<file path="config.mk">
export PLATFORM = sky130hd
export DESIGN_NAME = i2c_autostop_seq
export DESIGN_NICKNAME = d
export VERILOG_FILES = /design/src/rtl/i2c_as_pkg.sv /design/src/rtl/i2c_as_lencnt.sv /design/src/rtl/i2c_autostop_seq.sv
export SDC_FILE = /design/constraint.sdc
export NUM_CORES = 1
export LEC_CHECK = 0
export ABC_AREA = 1
export ABC_CLOCK_PERIOD_IN_PS = 2600
export BUFFER_PORTS_ARGS = -buffer_cell sky130_fd_sc_hd__buf_2
export CAP_MARGIN = 25
export CORE_ASPECT_RATIO = 1.25
export CORE_MARGIN = 2
export CORE_UTILIZATION = 30
export DETAILED_ROUTE_END_ITERATION = 10
export PLACE_DENSITY = 0.56
export SYNTH_ARGS = -nofsm -noshare
export SYNTH_HDL_FRONTEND = slang
export SYNTH_SLANG_ARGS = --single-unit
export TNS_END_PERCENT = 1
</file>
<file path="constraint.sdc">
create_clock -name clk -period 2.6 [get_ports clk]
set_input_delay 0.13 -clock clk [delete_from_list [all_inputs] [get_ports clk]]
set_output_delay 0.13 -clock clk [all_outputs]
set_load 0.05 [all_outputs]
</file>
<file path="src/rtl/i2c_as_pkg.sv">
package i2c_as_pkg;

    typedef enum logic [2:0] {
        CMD_START  = 3'd0,
        CMD_RSTART = 3'd1,
        CMD_WRITE  = 3'd2,
        CMD_READ   = 3'd3,
        CMD_STOP   = 3'd4
    } eng_cmd_e;

    typedef enum logic [2:0] {
        S_IDLE,
        S_START,
        S_ADDR,
        S_IADDR,
        S_RSTART,
        S_TXREQ,
        S_DATA,
        S_STOP
    } seq_state_e;

    localparam int unsigned NUM_AREAS = 2;

endpackage

</file>
<file path="src/rtl/i2c_as_lencnt.sv">
module i2c_as_lencnt #(
    parameter int unsigned W = 8
) (
    input  logic         clk,
    input  logic         rst_n,
    input  logic         load,
    input  logic [W-1:0] load_val,
    input  logic         dec,
    output logic         last,
    output logic         zero
);
    logic [W-1:0] cnt_q;

    always_ff @(posedge clk or negedge rst_n) begin
        if (!rst_n) begin
            cnt_q <= '0;
        end else if (load) begin
            cnt_q <= load_val;
        end else if (dec && cnt_q != '0) begin
            cnt_q <= cnt_q - 1'b1;
        end
    end

    assign last = (cnt_q == W'(1));
    assign zero = (cnt_q == '0);
endmodule

</file>
<file path="src/rtl/i2c_autostop_seq.sv">
module i2c_autostop_seq
    import i2c_as_pkg::*;
#(
    parameter int unsigned LEN_W  = 8,
    parameter int unsigned SLA_W  = 7,
    parameter int unsigned IA_MAX = 3,
    parameter int unsigned BYTE_W = 8
) (
    input  logic                       clk,
    input  logic                       rst_n,
    input  logic                       alt_en,
    input  logic                       legacy_rd,
    input  logic                       go,
    input  logic [LEN_W-1:0]           len0,
    input  logic [LEN_W-1:0]           len1,
    input  logic                       dir0,
    input  logic                       dir1,
    input  logic                       pec0,
    input  logic                       pec1,
    input  logic [$clog2(IA_MAX+1)-1:0] ia_len,
    input  logic [BYTE_W*IA_MAX-1:0]   ia_bytes,
    input  logic [SLA_W-1:0]           sla,
    output logic                       busy,
    output logic                       done,
    output logic [1:0]                 pec_q,
    output logic                       tx_req,
    input  logic                       tx_valid,
    input  logic [BYTE_W-1:0]          tx_data,
    output logic                       rx_valid,
    output logic [BYTE_W-1:0]          rx_data,
    output logic                       eng_valid,
    output logic [2:0]                 eng_cmd,
    output logic [BYTE_W-1:0]          eng_wbyte,
    output logic                       eng_ack,
    input  logic                       eng_done,
    input  logic [BYTE_W-1:0]          eng_rbyte
);
    localparam int unsigned IAW = $clog2(IA_MAX + 1);

    seq_state_e st_q, st_d;

    logic                      area_q;
    logic [IAW-1:0]            ia_n_q, ia_idx_q;
    logic                      ia_done_q;
    logic [SLA_W-1:0]          sla_q;
    logic [BYTE_W*IA_MAX-1:0]  ia_q, ia_sh;
    logic [NUM_AREAS-1:0]      dir_q, pec_r;
    logic [BYTE_W-1:0]         wbuf_q;
    logic                      done_q, rx_valid_q;
    logic [BYTE_W-1:0]         rx_data_q;

    logic [LEN_W-1:0]     len_in [NUM_AREAS];
    logic [NUM_AREAS-1:0] cnt_last, cnt_zero, cnt_dec;

    logic start_ok, cur_last, cur_zero, cur_dir, final_area, addr_pre;

    assign start_ok   = go && alt_en && (st_q == S_IDLE);
    assign len_in[0]  = len0;
    assign len_in[1]  = len1;
    assign cur_last   = cnt_last[area_q];
    assign cur_zero   = cnt_zero[area_q];
    assign cur_dir    = dir_q[area_q];
    assign final_area = area_q || cnt_zero[1];
    assign addr_pre   = (ia_n_q != '0) && !ia_done_q;
    assign ia_sh      = ia_q >> (BYTE_W * ia_idx_q);

    // one byte counter per descriptor area
    for (genvar g = 0; g < NUM_AREAS; g++) begin : g_area
        assign cnt_dec[g] = (st_q == S_DATA) && eng_done && (area_q == 1'(g));
        i2c_as_lencnt #(.W(LEN_W)) u_cnt (
            .clk      (clk),
            .rst_n    (rst_n),
            .load     (start_ok),
            .load_val (len_in[g]),
            .dec      (cnt_dec[g]),
            .last     (cnt_last[g]),
            .zero     (cnt_zero[g])
        );
    end

    // state register
    always_ff @(posedge clk or negedge rst_n) begin
        if (!rst_n) st_q <= S_IDLE;
        else        st_q <= st_d;
    end

    // next state
    always_comb begin
        st_d = st_q;
        unique case (st_q)
            S_IDLE:   if (start_ok) st_d = S_START;
            S_START:  if (eng_done) st_d = S_ADDR;
            S_ADDR:
                if (eng_done) begin
                    if (addr_pre)      st_d = S_IADDR;
                    else if (cur_zero) st_d = S_STOP;
                    else if (cur_dir)  st_d = S_DATA;
                    else               st_d = S_TXREQ;
                end
            S_IADDR:
                if (eng_done && ia_idx_q == '0) begin
                    if (cur_zero)     st_d = S_STOP;
                    else if (cur_dir) st_d = S_RSTART;
                    else              st_d = S_TXREQ;
                end
            S_RSTART: if (eng_done) st_d = S_ADDR;
            S_TXREQ:  if (tx_valid) st_d = S_DATA;
            S_DATA:
                if (eng_done) begin
                    if (cur_last)     st_d = final_area ? S_STOP : S_RSTART;
                    else if (cur_dir) st_d = S_DATA;
                    else              st_d = S_TXREQ;
                end
            S_STOP:   if (eng_done) st_d = S_IDLE;
            default:  st_d = S_IDLE;
        endcase
    end

    // datapath registers
    always_ff @(posedge clk or negedge rst_n) begin
        if (!rst_n) begin
            area_q     <= 1'b0;
            ia_n_q     <= '0;
            ia_idx_q   <= '0;
            ia_done_q  <= 1'b0;
            sla_q      <= '0;
            ia_q       <= '0;
            dir_q      <= '0;
            pec_r      <= '0;
            wbuf_q     <= '0;
            done_q     <= 1'b0;
            rx_valid_q <= 1'b0;
            rx_data_q  <= '0;
        end else begin
            done_q     <= (st_q == S_STOP) && eng_done;
            rx_valid_q <= (st_q == S_DATA) && eng_done && cur_dir;
            if ((st_q == S_DATA) && eng_done && cur_dir) rx_data_q <= eng_rbyte;
            if (start_ok) begin
                area_q    <= 1'b0;
                ia_n_q    <= ia_len;
                ia_idx_q  <= ia_len - 1'b1;
                ia_done_q <= 1'b0;
                sla_q     <= sla;
                ia_q      <= ia_bytes;
                dir_q     <= {dir1, dir0};
                pec_r     <= {pec1, pec0};
            end
            if ((st_q == S_IADDR) && eng_done) begin
                ia_idx_q <= ia_idx_q - 1'b1;
                if (ia_idx_q == '0) ia_done_q <= 1'b1;
            end
            if ((st_q == S_TXREQ) && tx_valid) wbuf_q <= tx_data;
            if ((st_q == S_DATA) && eng_done && cur_last && !final_area) area_q <= 1'b1;
        end
    end

    // outputs
    always_comb begin
        eng_valid = 1'b0;
        eng_cmd   = CMD_START;
        eng_wbyte = '0;
        eng_ack   = 1'b0;
        unique case (st_q)
            S_START:  eng_valid = 1'b1;
            S_ADDR: begin
                eng_valid = 1'b1;
                eng_cmd   = CMD_WRITE;
                eng_wbyte = {sla_q, addr_pre ? 1'b0 : cur_dir};
            end
            S_IADDR: begin
                eng_valid = 1'b1;
                eng_cmd   = CMD_WRITE;
                eng_wbyte = ia_sh[BYTE_W-1:0];
            end
            S_RSTART: begin
                eng_valid = 1'b1;
                eng_cmd   = CMD_RSTART;
            end
            S_DATA: begin
                eng_valid = 1'b1;
                eng_cmd   = cur_dir ? CMD_READ : CMD_WRITE;
                eng_wbyte = cur_dir ? '0 : wbuf_q;
                eng_ack   = cur_dir && !(cur_last && final_area);
            end
            S_STOP: begin
                eng_valid = 1'b1;
                eng_cmd   = CMD_STOP;
            end
            default: ;
        endcase
    end

    assign busy     = (st_q != S_IDLE);
    assign done     = done_q;
    assign tx_req   = (st_q == S_TXREQ);
    assign rx_valid = rx_valid_q;
    assign rx_data  = rx_data_q;
    assign pec_q    = pec_r;

    // legacy_rd is deliberately unused in this mode
    logic unused_legacy;
    assign unused_legacy = legacy_rd;
endmodule

</file>
---- Word-level counts from Yosys, hierarchy flattened ----
Cells that the tools add are included.
storage, ports and cells
  flip-flop bits (word level) ............. 78
  input port bits ......................... 76
  output and inout bits ................... 27
  word-level logic and storage cells ...... 114
cells by class
  $add $sub $neg .......................... 4
  $lt $le $gt $ge ......................... 1
  equality and inequality tests ........... 16
  shift-type cells ........................ 1
  multiplexer cells ....................... 39
  bitwise operators ....................... 1
  reductions and logical operators ........ 37
operators by type and width
  operator             count
  $mux 8               5
  $mux 3               8
  $pmux 8 s3           1
  $shr 24x5->8         1
  $pmux 3 s7           1
  $logic_and 1x1->1    17
  $eq 8x1->1 const B   2
  $logic_not 8->1      2
  $mux 1               16
  $reduce_bool 8->1    2
  $sub 8x1->8 const B  2
  $mux 2               7
  $eq 3x3->1 const B   4
  $pmux 3 s4           1
  $reduce_bool 2->1    5
  $ne 2x2->1 const B   4
  $reduce_and 7->1     1
  $eq 3x2->1 const B   2
  $ne 2x1->1 const B   3
  $reduce_or 6->1      1
  $reduce_or 2->1      2
  $sub 2x1->2 const B  2
  $eq 3x1->1 const B   1
  $logic_not 1->1      3
  6 further kinds      6

---- Longest topological paths before layout ----
  depth in word-level cells ............... 7
  depth in mapped cells ................... 11
  gate-level depth less buffers ........... 11

---- Hierarchy ----
Synthesis repeated with hierarchy kept, for this count alone.
unflattened totals
  cell total of the unflattened synthesis .. 541
  area total of the unflattened synthesis .. 4260.3 um^2
modules (own cells, without submodules)
  module            times used  cells an instance  area an instance (um^2)
  i2c_autostop_seq  1           383                3054.2
  i2c_as_lencnt     2           79                 603.1

---- Worst setup path after synthesis ----
Ideal clock, no wire load.
  kind .................................... reg-to-output
  start ................................... register area_q
  end ..................................... output eng_wbyte[0]
  arrival time ............................ 2.086 ns
  required time ........................... 2.470 ns
  setup slack ............................. 0.384 ns
  cell stages (with the launch flop) ...... 7
  cell sequence ........................... dfrtp_1 inv_1 nand2_1 nand2_1 inv_1 clkbuf_1 o21ai_0
between the ends
  cells in the longest elaborated chain, start to end .. 4
  elaborated cells between the ends (all ways) .. 5
  those cells by class .................... mux: 5
ends and longest elaborated chain
  item                                          RTL line                                          text
  start, declared                               i2c_autostop_seq.sv:42                            logic area_q;
  start signal, assigned                        i2c_autostop_seq.sv:122                           area_q <= 1'b0;
  start signal, assigned                        i2c_autostop_seq.sv:139                           area_q <= 1'b0;
  start signal, assigned                        i2c_autostop_seq.sv:153                           if ((st_q == S_DATA) && eng_done && cur_last && !final_area) area_q <= 1'b1;
  $mux 1 (not written as such) * (2 in series)  i2c_autostop_seq.sv:62                            assign cur_dir = dir_q[area_q];
  $mux 8 / $mux 1 (equally long branches)       i2c_autostop_seq.sv:182, i2c_autostop_seq.sv:168
  $pmux 8 s3 *                                  i2c_autostop_seq.sv:163                           unique case (st_q)
  end, declared                                 i2c_autostop_seq.sv:33                            output logic [BYTE_W-1:0] eng_wbyte,
Every way passes the cells marked *; elsewhere a longest branch is shown, timed or not. The select of a mux whose other input is x is not followed.

---- Final worst setup path ----
  start ................................... register ia_idx_q[0]
  end ..................................... output eng_wbyte[0]
between the ends
  cells in the longest elaborated chain, start to end .. 2
ends and longest elaborated chain
  item                    RTL line                 text
  start, declared         i2c_autostop_seq.sv:43   logic [IAW-1:0] ia_n_q, ia_idx_q;
  start signal, assigned  i2c_autostop_seq.sv:141  ia_idx_q <= ia_len - 1'b1;
  start signal, assigned  i2c_autostop_seq.sv:149  ia_idx_q <= ia_idx_q - 1'b1;
  $shr 24x5->8            i2c_autostop_seq.sv:65   assign ia_sh = ia_q >> (BYTE_W * ia_idx_q);
  $pmux 8 s3              i2c_autostop_seq.sv:163
Every way passes these cells.

==> flow_metrics.tcl <==
set metrics [dict create \
    min-delay-start "ia_bytes[1]" \
    period_share_pct 89.1 \
    synth_area_leader_cell "dfrtp_1" \
    synth_cell_types 37 \
    cp.arrival_ns 2.19 \
    num_rows 48 \
    path_class "reg -> out" \
    slew_viol_final 0 \
    io_pins 103 \
    clockRootBuffer "clkbuf_16" \
    async_reset_ff_share_pct 100 \
    timing.fmax_mhz 432 \
    worstRegToRegCells 9 \
    clkLatencyLatePin_ns 0.34 \
    synth_edf_count 0 \
    cp.required_ns 2.47 \
    rsz0062_at_grt "no" \
    ys_ff_latch 78 \
    place_area_um2 4810 \
    cts_max_level 3 \
    worst_r2r_endpoint "ia_idx_q[1]" \
    dominantRegCellSynth "dfrtp_1" \
    first_global_vias 4050 \
    clockBufferDepth 2 \
    cts_num_sinks 78 \
    synthToLayoutAreaGrowth_pct 32.6 \
    r2r_start "st_q[1]" \
    syn-num-nets 629 \
    status "completed" \
    cts_tree "built" \
    fp.dieW_um 109 \
    fp.dieH_um 136 \
    grt_pass1_wl_um 18400 \
    grt_util_all_layers_pct 15.8 \
    fin_skew_ns 0.00892 \
    ant_nets 0 \
    worstHoldEndpoint "ia_q[1]" \
    fin_crit_ns 2.32 \
    die_area_um2 14800 \
    routed-via-count 3979 \
    finish.utilization_pct 40.3 \
    nFillCells 1456 \
    grt_start_max_net_pins 79 \
    slew_headroom_pct 61.8 \
    setup_tns_ns 0 \
    synth_top_area_share_pct 46.9 \
    synth_area_um2 4170 \
    post_synth.cell_area_avg_um2 7.61 \
    core_um2 13700 \
    power_density_nw_per_um2 1180 \
    leakagePower_nw 2.91 \
    clk_pin_slew_ns 0.06 \
    seq_area_um2 1950 \
    synth.top_cells.by_count "229 x nand2_1, 78 x dfrtp_1, 46 x nand3_1, 46 x nor2_1, 31 x inv_1" \
    drive_gt1_share_pct 21.5 \
    drtIter0Drc 112 \
    synth_area_leaders "dfrtp_1 47%, nand2_1 21%, nand3_1 5.5%, nor2_1 4.1%, o21ai_0 3.2%" \
    preCtsSetupSlack_ns 0.533 \
    worst_pin_slew_ns 0.573 \
    insertedDiodeCount 0 \
    synth.most_common_cell "nand2_1" \
    drtPass1Iterations 4 \
    finalHoldViolations 0 \
    cp-start-kind "register" \
    ir_worst_vdd_mv 0.607 \
    routabilityCongestion 0.845 \
    cp-end-kind "output pin" \
    hold_path_class "in -> reg" \
    hold_depth 3 \
    hpwl_um 7850 \
    synth_warnings 0 \
    max_cap_viol_count 0 \
    design_area_um2 5520 \
    antenna_found_initial 0 \
    setup_viol 0 \
    path_max_fanout 17 \
    cts_made_buffers 9 \
    synth_cells 547 \
    wirelength_um 11100 \
    viasPerCell 4.63 \
    overflow 0 \
    nets 762 \
    start_util_pct 30.4 \
    yosysSeqAreaShare_pct 46.9 \
    routedWlPerCell_um 12.9 \
    multiInputGateArea_um2 1950 \
    route.detailed.drc 0 \
    port_buffers 101 \
    layout_setup_ws_ns 0.283 \
    r2r_slack_ns 0.55 \
]
-- final cells by class --
cell class              count  share of cell area [%]
clock buffers              11                    4.58
flip-flops and latches     78                    35.3
repair buffers            142                    16.7
inverters                  36                    2.56
well taps                 175                    3.96
clock inverters             5                    1.47
multi-input cells         413                    35.4
-- logic make-up (layout without fill, tap and decap cells) --
kind of cell	count (synthesis)	in the layout	synth area share, %
DFF	78	78	46.9
adders and majority gates	6	6	1.80
buffers and inverters	56	194	6.25
xor gates and xnor gates	3	3	0.631
and+or+nand+nor	341	341	34.4
muxes	8	8	2.16
AOI/OAI and AO/OA	55	55	7.93
-- how the worst max path moves through the flow --
stage	from	endpoint	slack, ns	depth (start not counted)
2_1_floorplan	area_q	eng_wbyte[0]	0.38	6
3_3_place_gp	ia_idx_q[0]	eng_wbyte[0]	0.54	6
3_5_place_dp	ia_idx_q[0]	eng_wbyte[0]	0.53	6
4_1_cts	ia_idx_q[0]	eng_wbyte[0]	0.17	6
5_1_grt	ia_idx_q[0]	eng_wbyte[0]	0.08	6
6_report	ia_idx_q[0]	eng_wbyte[0]	0.28	6
-- state kept, by name, indices dropped and copies added, names as in the netlist --
signal and flops:
ia_q 24, done 1, sla_q 7, ia_done_q 1, rx_valid 1, g_area.u_cnt.cnt_q 16
wbuf_q 8, ia_n_q 2, area_q 1, pec_q 2, rx_data 8, ia_idx_q 2
dir_q 2, st_q 3
-- cell usage in the layout, fill, tap and decap left out, drive strengths merged, types with 2 or more instances in the layout --
master | netlist | final
nand2 | 233 | 233
buf | 15 | 107
dfrtp | 78 | 78
nor2 | 51 | 51
nand3 | 47 | 47
dlygate4sd3 | 0 | 35
inv | 35 | 35
o21ai | 35 | 35
clkbuf | 5 | 11
o31ai | 9 | 9
mux2 | 8 | 8
nand4 | 7 | 7
ha | 6 | 6
o211ai | 6 | 6
clkinvlp | 0 | 2
nor3 | 2 | 2
xnor2 | 2 | 2
bufinv | 0 | 2
clkinv | 1 | 2
-- layer usage --
| metal | vias to the layer above | track usage [%] | wire length [µm] |
|---|---|---|---|
| met2 | 93 | 28.1 | 5550 |
| li1 | 2016 | - | - |
| met1 | 1854 | 18.3 | 4820 |
| met3 | 16 | 2.74 | 443 |
| met5 | - | 0 | 0 |
| met4 | 0 | 7.24 | 251 |
-- power breakdown --
part	internal, W	switching (W)	total [W]	leakage (nW)
Combinational	0.000935	0.00200	0.00293	1.77
Sequential	0.00177	0.000420	0.00219	0.976
Clock	0.000893	0.000506	0.00140	0.162
-- what timing repair did --
item | in CTS | in global routing
hold buffers | 34 | 1
buffers inserted | 0 | 0
hold endpoints to repair | 34 | 16
setup endpoints to repair | 0 | 1
resized for setup | 0 | 1
-- through the flow --
step | total power, W | std cells | hold slack [ns]
after floorplan | 0.00436 | 547 | -0.166
after CTS | 0.00660 | 858 | 0.000594
after global placement | 0.00506 | 808 | 0.332
after detailed placement | 0.00512 | 808 | 0.337
final | 0.00652 | 860 | 0.0101
after global routing | 0.00707 | 860 | 0.0151
-- worst max-delay path: stages, from the launching register on --
cell and delay (ns):
dfrtp_1 0.60, clkinvlp_4 0.40, nor2_1 0.18, o31ai_1 0.10, a22oi_1 0.18, o21ai_0 0.15
buf_2 0.24
No activity file was read; power rests on OpenSTA's default activity.
